### src/rtl/bus_recover_pkg.sv
package bus_recover_pkg;

    typedef enum logic [2:0] {
        PH_IDLE,
        PH_FLUSH_REL,
        PH_FLUSH_LOW,
        PH_BOTH_LOW,
        PH_DATA_HOLD,
        PH_STOP_REL
    } phase_e;

    typedef struct packed {
        logic scl_low;
        logic sda_low;
    } ovr_t;

    localparam int SDA_BIT = 8;
    localparam int SCL_BIT = 9;

    function automatic ovr_t phase_ovr(phase_e ph);
        ovr_t o;
        o = '0;
        unique case (ph)
            PH_FLUSH_LOW: o.scl_low = 1'b1;
            PH_BOTH_LOW: begin
                o.scl_low = 1'b1;
                o.sda_low = 1'b1;
            end
            PH_DATA_HOLD: o.sda_low = 1'b1;
            default: o = '0;
        endcase
        return o;
    endfunction

endpackage

### src/rtl/bus_recover_timer.sv
module bus_recover_timer #(
    parameter int HALF_CYC = 250
) (
    input  logic clk,
    input  logic rst,
    input  logic run,
    output logic tick
);
    localparam int CW = (HALF_CYC > 1) ? $clog2(HALF_CYC) : 1;
    localparam logic [CW-1:0] LAST = CW'(HALF_CYC - 1);

    logic [CW-1:0] cnt;

    assign tick = run && (cnt == LAST);

    always_ff @(posedge clk) begin
        if (rst || !run || tick) cnt <= '0;
        else                     cnt <= cnt + 1'b1;
    end

    a_r3_count_bound: assert property (@(posedge clk) disable iff (rst)
        cnt <= LAST);
endmodule

### src/rtl/bus_recover_seq.sv
module bus_recover_seq
    import bus_recover_pkg::*;
#(
    parameter int FLUSH_CNT = 9
) (
    input  logic   clk,
    input  logic   rst,
    input  logic   start,
    input  logic   tick,
    output phase_e phase,
    output logic   done
);
    localparam int FW = (FLUSH_CNT > 1) ? $clog2(FLUSH_CNT) : 1;
    localparam logic [FW-1:0] FLAST = FW'(FLUSH_CNT - 1);

    logic [FW-1:0] idx;

    always_ff @(posedge clk) begin
        if (rst) begin
            phase <= PH_IDLE;
            idx   <= '0;
            done  <= 1'b0;
        end else begin
            done <= 1'b0;
            if (phase == PH_IDLE) begin
                idx <= '0;
                if (start) phase <= PH_FLUSH_REL;
            end else if (tick) begin
                unique case (phase)
                    PH_FLUSH_REL: phase <= PH_FLUSH_LOW;
                    PH_FLUSH_LOW: begin
                        if (idx == FLAST) begin
                            phase <= PH_BOTH_LOW;
                            idx   <= '0;
                        end else begin
                            phase <= PH_FLUSH_REL;
                            idx   <= idx + 1'b1;
                        end
                    end
                    PH_BOTH_LOW:  phase <= PH_DATA_HOLD;
                    PH_DATA_HOLD: phase <= PH_STOP_REL;
                    PH_STOP_REL: begin
                        phase <= PH_IDLE;
                        done  <= 1'b1;
                    end
                    default: phase <= PH_IDLE;
                endcase
            end
        end
    end

    // while running, the phase moves only on a timer tick
    a_r8_hold_between_ticks: assert property (@(posedge clk) disable iff (rst)
        (phase != PH_IDLE && !tick) |=> $stable(phase));
    a_r7_done_single: assert property (@(posedge clk) disable iff (rst)
        done |=> !done);
endmodule

### src/rtl/bus_recover_pads.sv
module bus_recover_pads
    import bus_recover_pkg::*;
#(
    parameter int REG_W = 16
) (
    input  ovr_t             ovr,
    output logic [REG_W-1:0] word,
    output logic             scl_low,
    output logic             sda_low
);
    for (genvar b = 0; b < REG_W; b++) begin : g_bit
        if (b == SDA_BIT)      begin : g_sda assign word[b] = ovr.sda_low; end
        else if (b == SCL_BIT) begin : g_scl assign word[b] = ovr.scl_low; end
        else                   begin : g_zero assign word[b] = 1'b0; end
    end

    assign scl_low = word[SCL_BIT];
    assign sda_low = word[SDA_BIT];
endmodule

### src/rtl/bus_recover.sv
module bus_recover
    import bus_recover_pkg::*;
#(
    parameter int HALF_CYC  = 250,
    parameter int FLUSH_CNT = 9,
    parameter int REG_W     = 16
) (
    input  logic             clk,
    input  logic             rst,
    input  logic             start_i,
    output logic             busy_o,
    output logic             done_o,
    output logic             scl_low_o,
    output logic             sda_low_o,
    output logic [REG_W-1:0] ovr_word_o
);
    phase_e phase;
    logic   tick;
    logic   run;
    ovr_t   ovr;

    assign run    = (phase != PH_IDLE);
    assign busy_o = run;
    assign ovr    = phase_ovr(phase);

    bus_recover_timer #(.HALF_CYC(HALF_CYC)) u_timer (
        .clk(clk), .rst(rst), .run(run), .tick(tick)
    );

    bus_recover_seq #(.FLUSH_CNT(FLUSH_CNT)) u_seq (
        .clk(clk), .rst(rst), .start(start_i), .tick(tick),
        .phase(phase), .done(done_o)
    );

    bus_recover_pads #(.REG_W(REG_W)) u_pads (
        .ovr(ovr), .word(ovr_word_o), .scl_low(scl_low_o), .sda_low(sda_low_o)
    );

    a_r1_idle_released: assert property (@(posedge clk) disable iff (rst)
        !busy_o |-> (!scl_low_o && !sda_low_o));
    // data is pulled low only while the clock was already low
    a_r5_data_low_after_clock: assert property (@(posedge clk) disable iff (rst)
        $rose(sda_low_o) |-> (scl_low_o && $past(scl_low_o)));
    // data is released only while the clock is released
    a_r7_stop_edge: assert property (@(posedge clk) disable iff (rst)
        $fell(sda_low_o) |-> (!scl_low_o && !$past(scl_low_o)));
    a_r7_done_idle: assert property (@(posedge clk) disable iff (rst)
        done_o |-> !busy_o);
endmodule

### config.mk
export PLATFORM = sky130hd
export DESIGN_NAME = bus_recover
export DESIGN_NICKNAME = d
export VERILOG_FILES = /design/src/rtl/bus_recover_pkg.sv /design/src/rtl/bus_recover_timer.sv /design/src/rtl/bus_recover_seq.sv /design/src/rtl/bus_recover_pads.sv /design/src/rtl/bus_recover.sv
export SDC_FILE = /design/constraint.sdc
export NUM_CORES = 1
export LEC_CHECK = 0
export BUFFER_PORTS_ARGS = -buffer_cell sky130_fd_sc_hd__buf_2
export CELL_PAD_IN_SITES_DETAIL_PLACEMENT = 2
export CELL_PAD_IN_SITES_GLOBAL_PLACEMENT = 2
export CORE_MARGIN = 1.5
export CORE_UTILIZATION = 31
export DETAILED_ROUTE_END_ITERATION = 8
export PLACE_DENSITY = 0.87
export SLEW_MARGIN = 20
export SYNTH_ARGS = -nofsm -noshare
export SYNTH_HDL_FRONTEND = slang
export SYNTH_SLANG_ARGS = --single-unit
export TNS_END_PERCENT = 10
### constraint.sdc
create_clock -name clk -period 2.5 [get_ports clk]
set_clock_uncertainty 0.15 [all_clocks]
set_input_delay 0.625 -clock clk [delete_from_list [all_inputs] [get_ports clk]]
set_output_delay 0.625 -clock clk [all_outputs]
set_load 0.02 [all_outputs]
---- Word level (Yosys, flattened, before mapping) ----
Index checks and enable logic that the tools add are counted.
W data, S select, Z words.
cells by class
  bitwise gates (word level) .............. 1
  reduce and logical (&&, ||, !) cells .... 13
  multiplexer cells ....................... 9
  $add $sub $neg .......................... 2
  eq/ne operators ......................... 8
operator list
  kind                   count
  $pmux W3 S4            1
  $mux W3                3
  $add A8 B1 Y8 const B  1
  $eq A8 B8 Y1 const B   1
  $eq A3 B2 Y1 const B   2
  $eq A3 B3 Y1 const B   2
  $reduce_or A2 Y1       3
  $add A4 B1 Y4 const B  1
  $eq A4 B4 Y1 const B   1
  $mux W4                1
  $reduce_and A2 Y1      2
  $eq A3 B1 Y1 const B   1
  $logic_not A3 Y1       1
  $mux W1                3
  $reduce_bool A3 Y1     1
  $reduce_or A3 Y1       1
  $logic_or A1 B1 Y1     2
  $mux W2                1
  $ne A2 B2 Y1 const B   1
  $reduce_bool A2 Y1     1
  $logic_and A1 B1 Y1    1
  $logic_not A1 Y1       1
  $not A1 Y1             1
storage, ports and cells
  input bits .............................. 3
  register bits ........................... 16

---- Longest topological paths before layout ----
Gate-level depths: netlist of run 1.
  word-level depth ........................ 5
  mapped depth ............................ 6
  mapped depth without buffers ............ 6

---- Cells and area by module ----
From an unflattened synthesis of run 1, not the netlist that was laid out.
second synthesis, totals
  cell total of the unflattened synthesis .. 111
  area, all modules ....................... 980.9 um^2
modules (own cells, without submodules)
  module             times used  area each (um^2)  cells each
  bus_recover_seq    1           445.4             49
  bus_recover_timer  1           369.1             39
  bus_recover_pads   1           138.9             19
  bus_recover        1           27.5              4

---- Least setup slack after synthesis of run 1 ----
Ideal clock, no wire load.
  path kind ............................... register to output
  start ................................... register u_seq.phase[0]
  end ..................................... output port ovr_word_o[8]
  arrival ................................. 1275 ps
  buffers on the path ..................... 2
  data required time ...................... 1725 ps
  setup slack ............................. 450 ps
  stages on the path, launching flop included .. 5
  cell sequence ........................... dfxtp_1 buf_2 nand2_1 o21ai_0 buf_4
on the way
  cells in the longest elaborated chain, start to end .. 3
  elaborated cells on any way between the ends .. 4
  classes of those cells .................. 2 x eq/ne; 1 x mux; 1 x reduce/logical
ends and longest elaborated chain
  what                                          RTL line               RTL
  from (decl)                                   bus_recover_seq.sv:10  output phase_e phase,
  from (signal assigned)                        bus_recover_seq.sv:20  phase <= PH_IDLE;
  from (signal assigned)                        bus_recover_seq.sv:27  if (start) phase <= PH_FLUSH_REL;
  from (signal assigned)                        bus_recover_seq.sv:30  PH_FLUSH_REL: phase <= PH_FLUSH_LOW;
  $eq A3 B2 Y1 or $eq A3 B3 Y1 (tied branches)  bus_recover_pkg.sv:23  unique case (ph)
  $reduce_or A2 Y1 (no line) *                  --
  $mux W1 *                                     bus_recover_pkg.sv:23
  to (decl)                                     bus_recover.sv:15      output logic [REG_W-1:0] ovr_word_o
Mark *: on every way between the ends. The rest lies on a longest branch, timed or not.

---- Worst setup path in the final report of run 1 ----
  start ................................... register u_seq.phase[0]
  end ..................................... output port busy_o
on the way
  cells in the longest elaborated chain, start to end .. 1
ends and longest elaborated chain
  what                RTL line           RTL
  $reduce_bool A3 Y1  bus_recover.sv:22  assign run = (phase != PH_IDLE);
  to (decl)           bus_recover.sv:11  output logic busy_o,
Every way passes these cells.

==> impl_summary.log, run 1 <==
[metrics] Reg-to-Reg End: u_seq.idx[0]
[metrics] final setup vio count: 0
[metrics] wire length of the first global-routing pass: 3.37 mm
[metrics] CORE AREA: 2760 µm²
[metrics] maximum number of pins on one net before global-route repair: 10
[metrics] Leak: 0.388 nW
[metrics] critical-path maximum fanout: 9
[metrics] Pint: 353 µW
[metrics] synth unique cells: 29
[metrics] end point of the critical path: busy_o
[metrics] Max Root-Sink Buffers: 2
[metrics] final slew viol count: 0
[metrics] R2R setup slack: 680 ps
[metrics] clock transition time at the flip-flop clock pins of the worst setup and hold paths: 100 ps
[metrics] DR WL/cell: 12.9 µm
[metrics] relative contribution of the clock network to total power: 37.0%
[metrics] final period demand of the worst path: 2220 ps
[metrics] overall power of the completed layout: 480 µW
[metrics] sum of routed wire length over all layers: 1.90 mm
[metrics] Setup crit end kind: primary output
[metrics] most area-consuming cells after synthesis: dfxtp_1 36%, buf_4 13%, nor2_1 6.3%, ha_1 5.6%, nand3_1 5.0%
[metrics] vias per cell: 4.84
[metrics] maximum VDD drop: 0.348 mV
[metrics] half-perimeter wire length after placement: 1.46 mm
[metrics] count of fill cells added during filler insertion: 342
[metrics] number of global-route vias before repair: 707
[metrics] register bit count reported by yosys: 16
[metrics] hold-fix buffers at CTS: 0
[metrics] effective utilization at floorplan: 32.6%
[metrics] worst min-delay path class: reg -> reg
[metrics] die height: 56.8 µm
[metrics] sequential fraction of design power: 54.7%
[metrics] critical register-to-register path startpoint: u_seq.phase[1]
[metrics] CTS tree: yes
[metrics] fraction of registers with async set/reset: 0%
[metrics] Worst Reg-to-Reg Cells: 4
[metrics] MaxCap Viol Count: 0
[metrics] final number of hold-violating endpoints: 0
[metrics] combinational power share: 8.3%
[metrics] run status: complete, no violations
[metrics] total I/O pin count: 23
[metrics] RD Place Congestion: 0.743
[metrics] number of placement rows: 19
[metrics] Switch Pwr: 127 µW
[metrics] area leader, netlist: dfxtp_1
[metrics] buffer type at the clock tree root: clkbuf_4
[metrics] final global-route overflow total: 0
[metrics] worst hold slack: 333 ps
[metrics] layout overhead on the synthesized area: 3.90%
[metrics] area of the die: 3230 µm²
[metrics] Area after DPL: 897 µm²
[metrics] average cell area after synthesis: 8.24 µm²
[metrics] synthesized cell area: 898 µm²
[metrics] Non-Filler Cell Area, Final: 933 µm²
[metrics] portion of the post-synthesis area used by sequential elements: 35.7%
[metrics] data arrival time of the critical path: 1440 ps
[metrics] upper clock frequency limit: 0.451 GHz
[metrics] unrepaired setup endpoints after global routing: no
[metrics] combined global-route utilization of all metal layers: 13.6%
[metrics] Sw Share: 26.5%
[metrics] router iterations before antenna repair: 4
[metrics] initial antenna violation count: 0
[metrics] Worst setup SP type: flop
[metrics] number of H-tree levels: 1
[metrics] Post-synth EDFFs: 0
[metrics] Die Wd: 56.8 µm
[metrics] final antenna diode count: 0
[metrics] final setup TNS: 0 ps
[metrics] Worst EP required: 1730 ps
[metrics] clock network latency to the later pin of the worst-skew pair: 290 ps
[metrics] share of the synthesized area in the top cell type: 35.7%
[metrics] number of buffers added by the clock tree synthesis step: 3
[metrics] IO buf count: 8
[metrics] Setup CP Type: reg -> out
[metrics] count of routing violations after the opening detailed-route iteration: 18
[metrics] ys flop type: dfxtp_1
[metrics] vias after detailed routing: 711
[metrics] number of standard cells after synthesis: 109
[metrics] final worst path period share: 88.7%
[metrics] DRC: 0
[metrics] PwrDens: 514 nW/µm²
[metrics] slew at the pin closest to its max-slew limit: 534 ps
[metrics] fraction of final layout cells with drive strength greater than 1: 11.2%
[metrics] Synthesis Warnings: 0
[metrics] number of setup buffers added after CTS: 0
[metrics] count of nets after finishing: 124
[metrics] number of nets still failing antenna checks after routing: 0
[metrics] cells resized by post-CTS repair: 0
[metrics] headroom to the max-slew limit: 64.1%
[metrics] critical path startpoint: u_seq.phase[0]
[metrics] sinks on the clock net: 16
==> registers in the layout (all words and copies together), names as in the netlist <==
signal	cells
u_timer.cnt	8
u_seq.phase	3
u_seq.done	1
u_seq.idx	4
==> layout make-up <==
class / count / area [µm²] / area share [%]
timing repair buffer: 8 / 40.0 / 4.29
clock buffer: 4 / 36.3 / 3.89
inverter: 5 / 18.8 / 2.01
tap: 31 / 38.8 / 4.16
sequential: 16 / 320 / 34.3
multi-input combinational: 83 / 479 / 51.3
==> how the worst min path moves through the flow <==
stage / start / endpoint / slack [ps] / depth (start not counted)
after detailed placement: u_timer.cnt[0] / u_timer.cnt[0] / 320 / 1
final: u_timer.cnt[0] / u_timer.cnt[0] / 330 / 1
after global routing: u_timer.cnt[0] / u_timer.cnt[0] / 380 / 1
after global placement: u_timer.cnt[0] / u_timer.cnt[0] / 300 / 1
after floorplan: u_timer.cnt[0] / u_timer.cnt[0] / 280 / 1
after CTS: u_timer.cnt[0] / u_timer.cnt[0] / 340 / 1
==> cells in the final DEF (no fill, tap or decap), types with 2 or more instances in the layout <==
| cell | synthesis | layout |
|---|---|---|
| dfxtp_1 | 16 | 16 |
| nor2_1 | 15 | 15 |
| conb_1 | 1 | 14 |
| nand2_1 | 10 | 10 |
| nand3_1 | 9 | 9 |
| buf_2 | 1 | 8 |
| inv_1 | 5 | 5 |
| nor3_1 | 4 | 4 |
| ha_1 | 4 | 4 |
| mux2i_1 | 3 | 3 |
| a31oi_1 | 3 | 3 |
| xor2_1 | 3 | 3 |
| xnor2_1 | 3 | 3 |
| clkbuf_4 | 0 | 3 |
| a21oi_1 | 2 | 2 |
==> worst max-delay path, stage by stage (launching register included) <==
cell,delay (ps)
dfxtp_1,410
nor3_1,490
inv_1,80
buf_2,170
==> power by group through the flow <==
stage,logic (mW),clock network (mW),registers [mW]
CTS,0.0396,0.185,0.262
global route,0.0442,0.200,0.263
floorplan,0.0509,0,0.265
global placement,0.0381,0,0.268
finish,0.0397,0.178,0.262
detailed placement,0.0394,0,0.268
==> kinds of logic after synthesis <==
group	share of synthesized area, %
other	0.417
muxes	3.34
adders and majority gates	5.57
and+or+nand+nor	26.5
buffers and inverters	16.4
DFF	35.7
xor gates and xnor gates	5.85
AOI/OAI and AO/OA	6.27
==> cell usage after synthesis, types with 2 or more instances <==
library cell and number:
buf_4 16, dfxtp_1 16, nor2_1 15, nand2_1 10, nand3_1 9, inv_1 5, ha_1 4, nor3_1 4
a31oi_1 3, mux2i_1 3, xnor2_1 3, xor2_1 3, a21oi_1 2
==> per-layer routing <==
layer	share of wire [%]	wire (µm)	GRT usage [%]	up-vias
met3	5.4	102	4.84	2
li1	-	-	-	348
met4	0.95	18	3.99	0
met2	49	923	22.4	16
met1	45	858	16.6	345
met5	0	0	0	-
==> metrics by stage <==
step           utilization [%]  cells  setup slack (ps)
2_1_floorplan                -    122               450
3_3_place_gp              32.5    143               649
3_5_place_dp              32.5    143               603
4_1_cts                   33.8    147               252
5_1_grt                   33.8    147               128
6_report                  33.8    147               281
Power figures use the tool's default switching activity.
==> run 2, diff against run 1 <==
Settings changed: ABC_AREA from default to 1, PLACE_DENSITY 0.87 to 0.88.
==> run 2 against run 1 <==
Compared with the run above:
- combinational power increased to 3.7 times the previous value
- via count rose by 23%
- fmax rose by 4.9%
- global-route usage up 2.4 points
- final cell count grew 32%
- flip-flop and latch count unchanged
- area after synthesis up 13%
- critical endpoint is now ovr_word_o[8]
- largest cell class unchanged
- highest routed layer unchanged
==> impl_summary.log, run 2 <==
[metrics] leading cell types by count after synthesis: 32 x nand2_1, 17 x inv_1, 16 x buf_4, 16 x dfxtp_1, 12 x nor2_1
[metrics] half-perimeter wire length after placement: 1.92 mm
[metrics] number of setup buffers added after CTS: 0
[metrics] final slew viol count: 0
[metrics] maximum VDD drop: 0.267 mV
[metrics] fraction of final layout cells with drive strength greater than 1: 20.0%
[metrics] DR WL/cell: 13.1 µm
[metrics] most common cell in the netlist: nand2_1
[metrics] RD Place Congestion: 0.819
[metrics] data arrival time of the critical path: 1340 ps
[metrics] register bit count reported by yosys: 16
[metrics] Max Root-Sink Buffers: 2
[metrics] area occupied by multi-input gates: 559 µm²
[metrics] most area-consuming cells after synthesis: dfxtp_1 31%, buf_4 12%, nand2_1 12%, inv_1 6.3%, ha_1 4.9%
[metrics] final number of hold-violating endpoints: 0
[metrics] count of routing violations after the opening detailed-route iteration: 9
[metrics] MaxCap Viol Count: 0
[metrics] final antenna diode count: 0
[metrics] area leader, netlist: dfxtp_1
[metrics] vias per cell: 4.49
[metrics] die height: 60.3 µm
[metrics] maximum number of pins on one net before global-route repair: 10
[metrics] leading cell types in the layout, fill and taps excluded: 32 x nand2_1, 17 x inv_1, 16 x dfxtp_1, 14 x conb_1, 12 x nor2_1
[metrics] number of standard cells after synthesis: 141
[metrics] Post-synth EDFFs: 0
[metrics] synthesized cell area: 1020 µm²
[metrics] final worst path period share: 84.6%
[metrics] run status: complete, no violations
[metrics] Setup crit end kind: primary output
[metrics] Biggest register: u_timer.cnt
[metrics] number of buffers added by the clock tree synthesis step: 3
[metrics] count of fill cells added during filler insertion: 382
[metrics] vias after detailed routing: 872
[metrics] final setup vio count: 0
[metrics] clock transition time at the flip-flop clock pins of the worst setup and hold paths: 110 ps
[metrics] layout overhead on the synthesized area: 5.90%
[metrics] number of placement rows: 20
[metrics] total I/O pin count: 23
[metrics] area of the die: 3640 µm²
[metrics] portion of the post-synthesis area used by sequential elements: 31.4%
[metrics] number of global-route vias before repair: 902
[metrics] commonest non-fill, non-tap cell in the layout: nand2_1
[metrics] CTS tree: yes
[metrics] Sequential cell area: 320 µm²
[metrics] sinks on the clock net: 16
[metrics] fraction of registers with async set/reset: 0%
[metrics] buffer type at the clock tree root: clkbuf_4
[metrics] CORE AREA: 3080 µm²
[metrics] average cell area after synthesis: 7.22 µm²
[metrics] Setup CP Type: reg -> out
[metrics] sum of routed wire length over all layers: 2.53 mm
[metrics] Synthesis Warnings: 0
[metrics] number of H-tree levels: 1
[metrics] unrepaired setup endpoints after global routing: no
[metrics] Worst setup SP type: flop
[metrics] final setup TNS: 0 ps
[metrics] synth unique cells: 24
[metrics] number of flip-flops under the largest register name: 8
[metrics] combined global-route utilization of all metal layers: 16.0%
[metrics] hold-fix buffers at CTS: 0
[metrics] ys flop type: dfxtp_1
[metrics] Worst EP required: 1730 ps
[metrics] final period demand of the worst path: 2120 ps
[metrics] PwrDens: 558 nW/µm²
[metrics] cells resized by post-CTS repair: 0
[metrics] number of nets still failing antenna checks after routing: 0
[metrics] IO buf count: 8
[metrics] worst min-delay path class: reg -> reg
[metrics] share of the synthesized area in the top cell type: 31.4%
[metrics] clock network latency to the later pin of the worst-skew pair: 290 ps
[metrics] overall power of the completed layout: 602 µW
[metrics] count of nets after finishing: 158
[metrics] Leak: 0.465 nW
[metrics] wire length of the first global-routing pass: 4.26 mm
[metrics] upper clock frequency limit: 0.473 GHz
[metrics] final global-route overflow total: 0
[metrics] router iterations before antenna repair: 2
[metrics] effective utilization at floorplan: 33.1%
[metrics] DRC: 0
[metrics] critical-path maximum fanout: 4
[metrics] initial antenna violation count: 0
[metrics] Die Wd: 60.3 µm
[metrics] Largest regs: u_timer.cnt (8), u_seq.idx (4), u_seq.phase (3)
-- run 2: cell count changes in the layout (fill, tap and decap cells not counted), moves of 3 or more --
cell	change
xnor2_1	-3
mux2i_1	-3
a21oi_1	+4
nand2_2	+3
nor2_1	-3
nor2_4	+3
xor2_1	-3
nor2_2	+4
nand2_1	+22
inv_1	+12
nor3_1	-3
-- run 2: final cells by class --
type                    instances  share of cell area, %
multi-input cells             104                   51.9
flip-flops and latches         16                   29.7
inverters                      18                   6.26
well taps                      44                   5.10
repair buffers                  8                   3.71
clock buffers                   4                   3.36
-- run 2: logic make-up (layout without fill, tap and decap cells) --
family / after synthesis / in the layout / synth area share [%]
adder cells (fa/ha/maj): 4 / 4 / 4.91
other: 1 / 14 / 0.368
AND/OR/NAND/NOR: 76 / 76 / 39.8
buffers and inverters: 34 / 30 / 18.4
AO/OA/AOI/OAI: 10 / 10 / 5.04
flip-flops: 16 / 16 / 31.4
-- run 2: critical path: stages (launching register included) --
cell     delay, ps
dfxtp_1        360
inv_1          140
nand2_1         80
o21ai_0        240
buf_2          220
-- run 2: final timing paths --
check | from | endpoint | slack (ps) | cells past startpoint
min reg2reg | u_timer.cnt[0] | u_timer.cnt[0] | 320 | 1
max | u_seq.phase[0] | ovr_word_o[8] | 380 | 4
max reg2reg | u_timer.cnt[0] | u_seq.idx[2] | 970 | 9
min | u_timer.cnt[0] | u_timer.cnt[0] | 320 | 1
-- run 2: power breakdown --
part	internal, mW	switching, mW
logic	0.0362	0.110
clock network	0.0887	0.0906
registers	0.265	0.0113
-- run 2: metrics by stage --
stage	hold slack (ps)	cell area [µm²]	util, %	worst slack [ps]	instances
floorplan	283	1070	-	397	154
global placement	297	1040	33.9	792	190
detailed placement	311	1040	33.9	717	190
CTS	337	1080	35.0	349	194
global route	374	1080	35.0	258	194
finish	325	1080	35.0	384	194
-- run 2: metal layers --
layer	vias up	global-route usage, %	routed length [µm]
met5	-	0	0
met4	0	2.86	16
met3	2	3.90	44
met2	7	30.4	1450
met1	427	18.0	1020
li1	436	-	-
==> run 3, diff against run 2 <==
Settings changed: CORE_UTILIZATION 31 to 29, PLACE_DENSITY 0.88 to 0.84.
Clock period 2.5 ns to 2.1 ns, I/O delays scaled along.
==> run 3 against run 2 <==
Compared with the run above:
- utilization is 2.9 points lower
- hold slack better by 3.9 ps
- sequential share of layout area fell by 0.069 points
- non-clock buffer count did not move
- count of clock-buffer cells in the layout unchanged
- flip-flop and latch count is the same
- largest cell class unchanged
- final cell count rose by 1.0%
- sequential power grew 19%
==> impl_summary.log, run 3 (synthesis gave the netlist of run 2 again) <==
[metrics] run status: complete, no violations
[metrics] total I/O pin count: 23
[metrics] count of nets after finishing: 158
[metrics] number of global-route vias before repair: 944
[metrics] worst hold slack: 328 ps
[metrics] Non-Filler Cell Area, Final: 1080 µm²
[metrics] Max Root-Sink Buffers: 2
[metrics] CTS tree: yes
[metrics] number of placement rows: 21
[metrics] maximum number of pins on one net before global-route repair: 10
[metrics] half-perimeter wire length after placement: 2.00 mm
[metrics] vias per cell: 4.51
[metrics] router iterations before antenna repair: 3
[metrics] number of H-tree levels: 1
[metrics] final setup vio count: 0
[metrics] DRC: 0
[metrics] final worst path period share: 92.4%
[metrics] Non-Filler Instances: 196
[metrics] clock transition time at the flip-flop clock pins of the worst setup and hold paths: 110 ps
[metrics] Setup crit end kind: primary output
[metrics] end point of the critical path: sda_low_o
[metrics] data arrival time of the critical path: 1260 ps
[metrics] vias after detailed routing: 883
[metrics] cell count of the worst hold path: 1
[metrics] Reg-to-Reg End: u_seq.phase[2]
[metrics] wire length of the first global-routing pass: 4.06 mm
[metrics] cells resized by post-CTS repair: 0
[metrics] Worst Reg-to-Reg Cells: 7
[metrics] final global-route overflow total: 0
[metrics] Setup CP Type: reg -> out
[metrics] maximum VDD drop: 0.237 mV
[metrics] IO buf count: 8
[metrics] Area after DPL: 1040 µm²
[metrics] sum of routed wire length over all layers: 2.34 mm
[metrics] Biggest register: u_timer.cnt
[metrics] critical path startpoint: u_seq.phase[0]
[metrics] unrepaired setup endpoints after global routing: no
[metrics] R2R setup slack: 610 ps
[metrics] number of cells in the design after placement: 192
[metrics] Worst setup SP type: flop
[metrics] number of buffers added by the clock tree synthesis step: 3
[metrics] combined global-route utilization of all metal layers: 13.0%
[metrics] number of flip-flops under the largest register name: 8
[metrics] layout overhead on the synthesized area: 6.14%
[metrics] die height: 62.3 µm
[metrics] clock network latency to the later pin of the worst-skew pair: 290 ps
[metrics] sinks on the clock net: 16
[metrics] count of routing violations after the opening detailed-route iteration: 14
[metrics] MaxCap Viol Count: 0
[metrics] Leak: 0.466 nW
[metrics] commonest non-fill, non-tap cell in the layout: nand2_1
[metrics] initial antenna violation count: 0
[metrics] final period demand of the worst path: 1940 ps
[metrics] final slew viol count: 0
[metrics] DR WL/cell: 11.9 µm
[metrics] leading cell types in the layout, fill and taps excluded: 32 x nand2_1, 17 x inv_1, 16 x dfxtp_1, 14 x conb_1, 12 x nor2_1
[metrics] number of nets still failing antenna checks after routing: 0
[metrics] critical-path maximum fanout: 4
[metrics] final number of hold-violating endpoints: 0
[metrics] critical register-to-register path startpoint: u_timer.cnt[0]
[metrics] final setup TNS: 0 ps
[metrics] number of setup buffers added after CTS: 0
[metrics] buffer type at the clock tree root: clkbuf_4
[metrics] final antenna diode count: 0
[metrics] CORE AREA: 3360 µm²
[metrics] Worst EP required: 1420 ps
[metrics] Largest regs: u_timer.cnt (8), u_seq.idx (4), u_seq.phase (3)
[metrics] fraction of final layout cells with drive strength greater than 1: 20.0%
[metrics] worst min-delay path class: reg -> reg
[metrics] PwrDens: 656 nW/µm²
[metrics] Die Wd: 62.3 µm
[metrics] upper clock frequency limit: 0.515 GHz
[metrics] hold-fix buffers at CTS: 0
[metrics] effective utilization at floorplan: 30.3%
[metrics] area of the die: 3880 µm²
[metrics] RD Place Congestion: 0.788
[run 3: cell count changes in the layout (fill, tap and decap cells not counted)]
cell,delta
o21ai_1,+1
o21ai_0,-1
[run 3: worst max-delay path, cell delays in order, from the launching register on]
cell     delay, ps
dfxtp_1        360
inv_1          130
nand2_1         80
o21ai_1        200
buf_2          200
[run 3: how the worst min path moves through the flow]
stage                              start              to  slack [ps]
after floorplan           u_timer.cnt[0]  u_timer.cnt[0]         280
after global placement    u_timer.cnt[0]  u_timer.cnt[0]         290
after detailed placement  u_timer.cnt[0]  u_timer.cnt[0]         320
after CTS                            rst  u_seq.phase[0]         320
after global routing                 rst  u_seq.phase[0]         340
final                     u_timer.cnt[0]  u_timer.cnt[0]         330
[run 3: final cells by class]
class                   count  area, µm²
clock buffers               4       36.3
fillers                   445       2280
inverters                  18       67.6
multi-input cells         104        559
flip-flops and latches     16        320
well taps                  46       57.6
repair buffers              8       40.0
[run 3: layer usage]
metal / up-vias / part of all wire (%) / track usage [%]
li1: 437 / - / -
met1: 429 / 40 / 12.6
met2: 15 / 56 / 26.6
met3: 2 / 3.3 / 2.90
met4: 0 / 0.51 / 4.17
met5: - / 0 / 0
[run 3: metrics by stage]
stage / utilization [%] / setup WS (ps) / total power, mW
finish: 32.1 / 160 / 0.710
global placement: 31.1 / 496 / 0.496
floorplan: - / 97.4 / 0.487
global route: 32.1 / 67.2 / 0.751
CTS: 32.1 / 34.3 / 0.723
detailed placement: 31.1 / 383 / 0.507
[run 3: where the power goes]
part / switching, mW / leakage (nW) / internal (mW)
clock network: 0.105 / 0.0210 / 0.105
registers: 0.0125 / 0.129 / 0.315
logic: 0.128 / 0.315 / 0.0433
total: 0.246 / 0.466 / 0.464
